--- config.mk ---
export PLATFORM = sky130hd
export DESIGN_NAME = wbp_seq
export DESIGN_NICKNAME = d
export VERILOG_FILES = /design/src/rtl/wbp_pkg.sv /design/src/rtl/wbp_ctrl.sv /design/src/rtl/wbp_buffer.sv /design/src/rtl/wbp_array.sv /design/src/rtl/wbp_seq.sv
export SDC_FILE = /design/constraint.sdc
export NUM_CORES = 2
export LEC_CHECK = 0
export BUFFER_PORTS_ARGS = -buffer_cell sky130_fd_sc_hd__buf_4
export CAP_MARGIN = 20
export CELL_PAD_IN_SITES_DETAIL_PLACEMENT = 1
export CELL_PAD_IN_SITES_GLOBAL_PLACEMENT = 1
export CORE_UTILIZATION = 45
export DETAILED_ROUTE_END_ITERATION = 6
export MAX_ROUTING_LAYER = met4
export PLACE_DENSITY_LB_ADDON = 0.1
export SYNTH_ARGS = -nofsm -noshare
export SYNTH_HDL_FRONTEND = slang
export SYNTH_SLANG_ARGS = --single-unit
--- constraint.sdc ---
create_clock -name clk -period 10.9 [get_ports clk]
set_input_delay 2.18 -clock clk [delete_from_list [all_inputs] [get_ports clk]]
set_output_delay 2.18 -clock clk [all_outputs]
set_load 0.01 [all_outputs]
--- src/rtl/wbp_pkg.sv ---
package wbp_pkg;
  typedef enum logic [2:0] {
    ST_IDLE,
    ST_COUNT,
    ST_LOAD,
    ST_CONFIRM,
    ST_COMMIT
  } wbp_state_t;

  localparam logic [7:0] CMD_SETUP   = 8'hE8;
  localparam logic [7:0] CMD_CONFIRM = 8'hD0;
  localparam logic [7:0] CMD_CLEAR   = 8'h50;

  localparam int SB_READY  = 7;
  localparam int SB_FAIL   = 4;
  localparam int SB_SUPPLY = 3;
  localparam int SB_LOCK   = 1;
endpackage

--- src/rtl/wbp_ctrl.sv ---
module wbp_ctrl
  import wbp_pkg::*;
#(
  parameter int AW            = 7,
  parameter int DW            = 16,
  parameter int BUF_WORDS     = 32,
  parameter int COMMIT_CYCLES = 8,
  localparam int OFF_W        = $clog2(BUF_WORDS),
  localparam int WIN_W        = AW - OFF_W
) (
  input  logic             clk,
  input  logic             rst_n,
  input  logic             wr_en,
  input  logic [AW-1:0]    wr_addr,
  input  logic [DW-1:0]    wr_data,
  input  logic             blk_lock,
  input  logic             supply_ok,
  output logic             buf_clr,
  output logic             buf_we,
  output logic             commit_go,
  output logic [WIN_W-1:0] win,
  output logic [7:0]       status
);
  localparam int REM_W = OFF_W + 1;
  localparam int CNT_W = $clog2(COMMIT_CYCLES + 1);

  wbp_state_t       state_q, state_d;
  logic [REM_W-1:0] rem_q, rem_d;
  logic [WIN_W-1:0] win_q, win_d;
  logic [CNT_W-1:0] cnt_q, cnt_d;
  logic             fail_q, fail_d, sup_q, sup_d, lock_q, lock_d;
  logic [7:0]       cmd;
  logic             in_win;

  assign cmd    = wr_data[7:0];
  assign in_win = (wr_addr[AW-1:OFF_W] == win_q);

  always_comb begin
    state_d   = state_q;
    rem_d     = rem_q;
    win_d     = win_q;
    cnt_d     = cnt_q;
    fail_d    = fail_q;
    sup_d     = sup_q;
    lock_d    = lock_q;
    buf_clr   = 1'b0;
    buf_we    = 1'b0;
    commit_go = 1'b0;
    case (state_q)
      ST_IDLE: if (wr_en) begin
        if (cmd == CMD_SETUP) begin
          state_d = ST_COUNT;
        end else if (cmd == CMD_CLEAR) begin
          fail_d = 1'b0;
          sup_d  = 1'b0;
          lock_d = 1'b0;
        end
      end
      ST_COUNT: if (wr_en) begin
        if (wr_data > DW'(BUF_WORDS - 1)) begin
          fail_d  = 1'b1;
          state_d = ST_IDLE;
        end else begin
          rem_d   = wr_data[REM_W-1:0] + REM_W'(1);
          win_d   = wr_addr[AW-1:OFF_W];
          buf_clr = 1'b1;
          state_d = ST_LOAD;
        end
      end
      ST_LOAD: if (wr_en) begin
        if (!in_win) begin
          fail_d  = 1'b1;
          state_d = ST_IDLE;
        end else begin
          buf_we = 1'b1;
          rem_d  = rem_q - REM_W'(1);
          if (rem_q == REM_W'(1)) state_d = ST_CONFIRM;
        end
      end
      ST_CONFIRM: if (wr_en) begin
        if (cmd == CMD_CONFIRM) begin
          if (blk_lock)   lock_d = 1'b1;
          if (!supply_ok) sup_d  = 1'b1;
          if (!blk_lock && supply_ok) begin
            cnt_d   = CNT_W'(COMMIT_CYCLES - 1);
            state_d = ST_COMMIT;
          end else begin
            state_d = ST_IDLE;
          end
        end else begin
          fail_d  = 1'b1;
          state_d = ST_IDLE;
        end
      end
      ST_COMMIT: begin
        if (cnt_q == '0) begin
          commit_go = 1'b1;
          state_d   = ST_IDLE;
        end else begin
          cnt_d = cnt_q - CNT_W'(1);
        end
      end
      default: state_d = ST_IDLE;
    endcase
  end

  always_ff @(posedge clk or negedge rst_n) begin
    if (!rst_n) begin
      state_q <= ST_IDLE;
      rem_q   <= '0;
      win_q   <= '0;
      cnt_q   <= '0;
      fail_q  <= 1'b0;
      sup_q   <= 1'b0;
      lock_q  <= 1'b0;
    end else begin
      state_q <= state_d;
      rem_q   <= rem_d;
      win_q   <= win_d;
      cnt_q   <= cnt_d;
      fail_q  <= fail_d;
      sup_q   <= sup_d;
      lock_q  <= lock_d;
    end
  end

  assign win    = win_q;
  assign status = {state_q != ST_COMMIT, 2'b00, fail_q, sup_q, 1'b0, lock_q, 1'b0};

  assert_commit_entry_R5: assert property (@(posedge clk) disable iff (!rst_n)
    (state_q == ST_COMMIT && $past(state_q) == ST_CONFIRM) |->
      $past(wr_en && wr_data[7:0] == CMD_CONFIRM && !blk_lock && supply_ok));

  assert_oversize_count_R3: assert property (@(posedge clk) disable iff (!rst_n)
    (state_q == ST_COUNT && wr_en && wr_data > DW'(BUF_WORDS - 1)) |=>
      (state_q == ST_IDLE && status[SB_FAIL]));

  assert_remaining_range_R3: assert property (@(posedge clk) disable iff (!rst_n)
    (state_q == ST_LOAD) |-> (rem_q != '0 && rem_q <= REM_W'(BUF_WORDS)));

  assert_window_abort_R4: assert property (@(posedge clk) disable iff (!rst_n)
    (state_q == ST_LOAD && wr_en && !in_win) |=> (state_q == ST_IDLE && status[SB_FAIL]));

  assert_busy_hold_R6: assert property (@(posedge clk) disable iff (!rst_n)
    (state_q == ST_COMMIT && cnt_q != '0) |=> (state_q == ST_COMMIT && !status[SB_READY]));
endmodule

--- src/rtl/wbp_buffer.sv ---
module wbp_buffer #(
  parameter int DW        = 16,
  parameter int BUF_WORDS = 32,
  localparam int OFF_W    = $clog2(BUF_WORDS)
) (
  input  logic                 clk,
  input  logic                 rst_n,
  input  logic                 clr,
  input  logic                 we,
  input  logic [OFF_W-1:0]     off,
  input  logic [DW-1:0]        wdata,
  output logic [DW-1:0]        buf_data [BUF_WORDS],
  output logic [BUF_WORDS-1:0] buf_valid
);
  always_ff @(posedge clk or negedge rst_n) begin
    if (!rst_n) begin
      buf_valid <= '0;
    end else if (clr) begin
      buf_valid <= '0;
    end else if (we) begin
      buf_valid[off] <= 1'b1;
    end
  end

  for (genvar g = 0; g < BUF_WORDS; g++) begin : g_slot
    always_ff @(posedge clk) begin
      if (we && off == OFF_W'(g)) buf_data[g] <= wdata;
    end
  end
endmodule

--- src/rtl/wbp_array.sv ---
module wbp_array #(
  parameter int AW        = 7,
  parameter int DW        = 16,
  parameter int BUF_WORDS = 32,
  localparam int OFF_W    = $clog2(BUF_WORDS),
  localparam int WIN_W    = AW - OFF_W,
  localparam int DEPTH    = 1 << AW
) (
  input  logic                 clk,
  input  logic                 rst_n,
  input  logic                 commit,
  input  logic [WIN_W-1:0]     win,
  input  logic [DW-1:0]        buf_data [BUF_WORDS],
  input  logic [BUF_WORDS-1:0] buf_valid,
  input  logic [AW-1:0]        rd_addr,
  output logic [DW-1:0]        rd_data
);
  logic [DW-1:0] mem [DEPTH];

  always_ff @(posedge clk or negedge rst_n) begin
    if (!rst_n) begin
      for (int i = 0; i < DEPTH; i++) mem[i] <= '1;
    end else if (commit) begin
      for (int j = 0; j < BUF_WORDS; j++) begin
        if (buf_valid[j]) mem[{win, OFF_W'(j)}] <= mem[{win, OFF_W'(j)}] & buf_data[j];
      end
    end
  end

  assign rd_data = mem[rd_addr];

  assert_commit_has_data_R7: assert property (@(posedge clk) disable iff (!rst_n)
    commit |-> buf_valid != '0);
endmodule

--- src/rtl/wbp_seq.sv ---
module wbp_seq #(
  parameter int AW            = 7,
  parameter int DW            = 16,
  parameter int BUF_WORDS     = 32,
  parameter int COMMIT_CYCLES = 8
) (
  input  logic          clk,
  input  logic          rst_n,
  input  logic          wr_en,
  input  logic [AW-1:0] wr_addr,
  input  logic [DW-1:0] wr_data,
  input  logic          blk_lock,
  input  logic          supply_ok,
  output logic [7:0]    status,
  input  logic [AW-1:0] rd_addr,
  output logic [DW-1:0] rd_data
);
  localparam int OFF_W = $clog2(BUF_WORDS);
  localparam int WIN_W = AW - OFF_W;

  logic                 buf_clr, buf_we, commit_go;
  logic [WIN_W-1:0]     win;
  logic [DW-1:0]        buf_data [BUF_WORDS];
  logic [BUF_WORDS-1:0] buf_valid;

  wbp_ctrl #(.AW(AW), .DW(DW), .BUF_WORDS(BUF_WORDS), .COMMIT_CYCLES(COMMIT_CYCLES)) u_ctrl (
    .clk(clk), .rst_n(rst_n), .wr_en(wr_en), .wr_addr(wr_addr), .wr_data(wr_data),
    .blk_lock(blk_lock), .supply_ok(supply_ok), .buf_clr(buf_clr), .buf_we(buf_we),
    .commit_go(commit_go), .win(win), .status(status)
  );

  wbp_buffer #(.DW(DW), .BUF_WORDS(BUF_WORDS)) u_buffer (
    .clk(clk), .rst_n(rst_n), .clr(buf_clr), .we(buf_we), .off(wr_addr[OFF_W-1:0]),
    .wdata(wr_data), .buf_data(buf_data), .buf_valid(buf_valid)
  );

  wbp_array #(.AW(AW), .DW(DW), .BUF_WORDS(BUF_WORDS)) u_array (
    .clk(clk), .rst_n(rst_n), .commit(commit_go), .win(win), .buf_data(buf_data),
    .buf_valid(buf_valid), .rd_addr(rd_addr), .rd_data(rd_data)
  );
endmodule

==> results.sh <==
export IMPL_status="complete, no violations"
export IMPL_holdWs_ns=0.493
export IMPL_grt_pass1_wl_um=776000
export IMPL_start_util_pct=45.2
export IMPL_cp_depth=7
export IMPL_cp_data_required_time_ns=8.72
export IMPL_synthAdderAreaFrac_pct=0.0613
export IMPL_synth_compound_area_share_pct=7.72
export IMPL_critPathMaxStageDelay_ns=0.61
export IMPL_cts_root_buf="clkbuf_16"
export IMPL_grt_overflow=0
export IMPL_place_ws_ns=2.88
export IMPL_cp_cell_sequence="buf_8 > buf_12 > mux4_2 > mux4_2 > mux4_2 > mux2_2 > buf_4"
export IMPL_cp_max_fo=87
export IMPL_wl_per_cell_um=44.6
export IMPL_hold_path_class="reg -> reg"
export IMPL_grt_pass1_vias=86100
export IMPL_cts_buffer_depth=4
export IMPL_power_total_mw=21.2
export IMPL_min_from="u_array.mem[220]$_DFFE_PN1P_"
export IMPL_ir_drop_mv=0.114
export IMPL_viasPerCell=6.92
export IMPL_fin_crit_ns=8.08
export IMPL_drt_pass1_iter_count=6
export IMPL_drt_iter0_drc=14100
export IMPL_start_kind="input port"
export IMPL_critPathArrivalTime_ns=5.90
export IMPL_core_area_sq_mm=0.271
export IMPL_hold_viol_final=0
export IMPL_synthSimpleGateAreaFrac_pct=8.10
export IMPL_setup_viol=0
export IMPL_path_class="in -> out"
export IMPL_grt_start_max_net_pins=170
export IMPL_yosys_register_bits=2610
export IMPL_ys_types=49
export IMPL_cp_slowest_cell="mux4_2"
export IMPL_synth_area_sq_mm=0.122
export IMPL_cts_made_buffers=299
export IMPL_post_route_drc_count=0
export IMPL_die_y_um=524
export IMPL_fin_worst_skew_ns=0.0430
export IMPL_port_buffers=54
export IMPL_hold_buffers=0
export IMPL_drive_above_1_share_pct=46.4
export IMPL_nets=9144
export IMPL_final_max_slew_viol_count=0
export IMPL_rows=191
export IMPL_clk_latency_ns=0.95
export IMPL_cap_violations=0
export IMPL_synthXorXnorAreaFrac_pct=0.0501
export IMPL_die_area_sq_mm=0.274
export IMPL_final_cells=13000
export IMPL_num_vias=89700
export IMPL_hpwl_um=407000
export IMPL_h_tree_depth=5
export IMPL_place_inst=12400
export IMPL_clkTransAtPathRegs_ns=0.06
export IMPL_worst_slack_ns=2.82
export IMPL_synth_top_family_by_area="multiplexers"
export IMPL_setup_worst_path_end_class="primary output"
export IMPL_postCtsSetupBuffers=0
export IMPL_async_reset_ff_share_pct=80.4
export IMPL_syn_inst=9161
export IMPL_io_pins=59
export IMPL_die_width_um=524
export IMPL_fmax_mhz=124
export IMPL_synth_edf_count=512
export IMPL_yosys_warnings=0
export IMPL_synth_avg_cell_area_sq_um=13.4
export IMPL_wl_um=578000
export IMPL_hold_path_depth=2
export IMPL_synth_mux_area_share_pct=24.3
export IMPL_track_usage_pct=43.8
export IMPL_timing_rr_start="u_ctrl.win[0]$_DFFE_PN0P_"
export IMPL_worstMarginPinSlew_ns=1.29
export IMPL_cts_tree="built"
export IMPL_cts_repair_resized=0
export IMPL_yosysSeqAreaShare_pct=57.5
export IMPL_area_growth_pct=12.2
export IMPL_gp_congestion=1.10
export IMPL_antenna_found_initial=130
export IMPL_path_buf_inv=3
export IMPL_ant_nets=0
export IMPL_powerDensity_mw_per_mm2=154
export IMPL_critPathMostFrequentCell="mux4_2"
export IMPL_synth_main_ff_cell="dfstp_2"
export IMPL_rsz0062_at_grt="false"
export IMPL_startpoint="rd_addr[0]"
export IMPL_crit_family="multiplexers"
export IMPL_numClockSinks=2610
export IMPL_fin_setup_tns_ns=0
export IMPL_worstRegToRegCells=7
export IMPL_period_share_pct=74.1
export IMPL_p_leak_nw=47.0
export IMPL_slew_headroom_pct=14.3
==> per-stage QoR <==
step	area (sq um)	util, %
after floorplan	122000	-
after global placement	127000	46.9
after detailed placement	127000	47.0
after CTS	137000	50.7
after global routing	137000	50.8
final	137000	50.8
==> flip-flops by register name, indices dropped and copies added, names as in the netlist <==
signal / count
u_array.mem: 2048
u_buffer.buf_data: 512
u_buffer.buf_valid: 32
u_ctrl.rem_q: 6
u_ctrl.cnt_q: 4
u_ctrl.state_q: 3
u_ctrl.win: 2
u_ctrl.fail_q: 1
u_ctrl.lock_q: 1
u_ctrl.sup_q: 1
==> cell type report <==
class | instances | area [sq um]
fill | 26400 | 133000
sequential | 2610 | 70400
multi-input combinational | 5883 | 49400
clock buffer | 456 | 9110
tap | 3570 | 4470
timing repair buffer | 296 | 2760
clock inverter | 94 | 1010
antenna | 40 | 100
inverter | 13 | 48.8
==> power breakdown <==
group / internal (mW) / switching (mW) / leakage, nW
logic: 0.157 / 0.449 / 15.6
clock network: 6.20 / 4.35 / 5.01
registers: 10.0 / 0.0106 / 26.4
==> routing by layer <==
metal / vias to the layer above / wire length (um) / global-route usage [%]
met3: 720 / 127000 / 33.9
met4: 0 / 17400 / 11.2
met5: - / 0 / -
met2: 6534 / 207000 / 49.2
li1: 33600 / - / -
met1: 48800 / 227000 / 58.7
==> layout by cell type (no fill, tap or decap), types with 6 or more instances in the layout <==
| cell type | instances |
|---|---|
| diode_2 | 40 |
| and2_1 | 65 |
| a21oi_1 | 11 |
| bufinv_16 | 18 |
| inv_6 | 7 |
| nor2_1 | 16 |
| o21a_1 | 32 |
| clkinv_2 | 51 |
| inv_1 | 12 |
| nand2_1 | 2337 |
| nand2_2 | 16 |
| clkbuf_1 | 72 |
| clkinv_1 | 9 |
| dfrtp_1 | 48 |
| buf_12 | 21 |
| nand3_1 | 35 |
| edfxtp_1 | 512 |
| ha_1 | 6 |
| mux2_2 | 274 |
| dfstp_2 | 2048 |
| o21ai_0 | 1804 |
| mux4_2 | 1184 |
| buf_16 | 11 |
| nor2_2 | 32 |
| buf_4 | 256 |
| buf_8 | 7 |
| clkbuf_8 | 68 |
| clkbuf_16 | 316 |
==> worst register-to-register path: stages, from the launching register on <==
cell and delay, ns:
dfrtp_4 0.87, buf_4 0.75, buf_4 0.75, buf_12 0.58
buf_4 1.16, mux4_2 0.64, and2_1 0.21, mux2_2 0.28
==> final timing paths <==
check                                                     end  slack [ns]
max reg2reg                      u_array.mem[447]$_DFFE_PN1P_        5.58
min reg2reg                      u_array.mem[220]$_DFFE_PN1P_        0.49
min                              u_array.mem[220]$_DFFE_PN1P_        0.49
max in group asynchronous        u_array.mem[104]$_DFFE_PN1P_        7.18
min in group asynchronous  u_buffer.buf_valid[11]$_DFFE_PN0P_        1.38
max                                               rd_data[12]        2.82
==> cells in the mapped netlist (5+ instances only) <==
cell	number	area share, %
buf_1	61	0.19
dfstp_2	2048	44
buf_2	99	0.40
buf_4	9	0.055
o21ai_0	1804	7.4
inv_1	12	0.037
clkbuf_1	485	1.5
nor4_1	5	0.026
mux4_2	1184	22
and2_1	65	0.33
mux2_2	274	2.5
nand3b_1	5	0.031
nand3_1	35	0.14
o21a_1	32	0.20
dfrtp_1	50	1.0
ha_1	6	0.061
a21oi_1	11	0.045
nand2_1	2353	7.2
nor2_1	48	0.15
edfxtp_1	512	13
nand2b_1	5	0.026
==> cells by family after synthesis <==
kind of cell / after synthesis
flops: 2610
simple gates: 2544
compound gates: 1863
mux: 1459
buf+inv: 671
xor+xnor: 7
fa+ha+maj: 6
other cells: 1
Note: power is estimated with default switching activity, not from simulation.
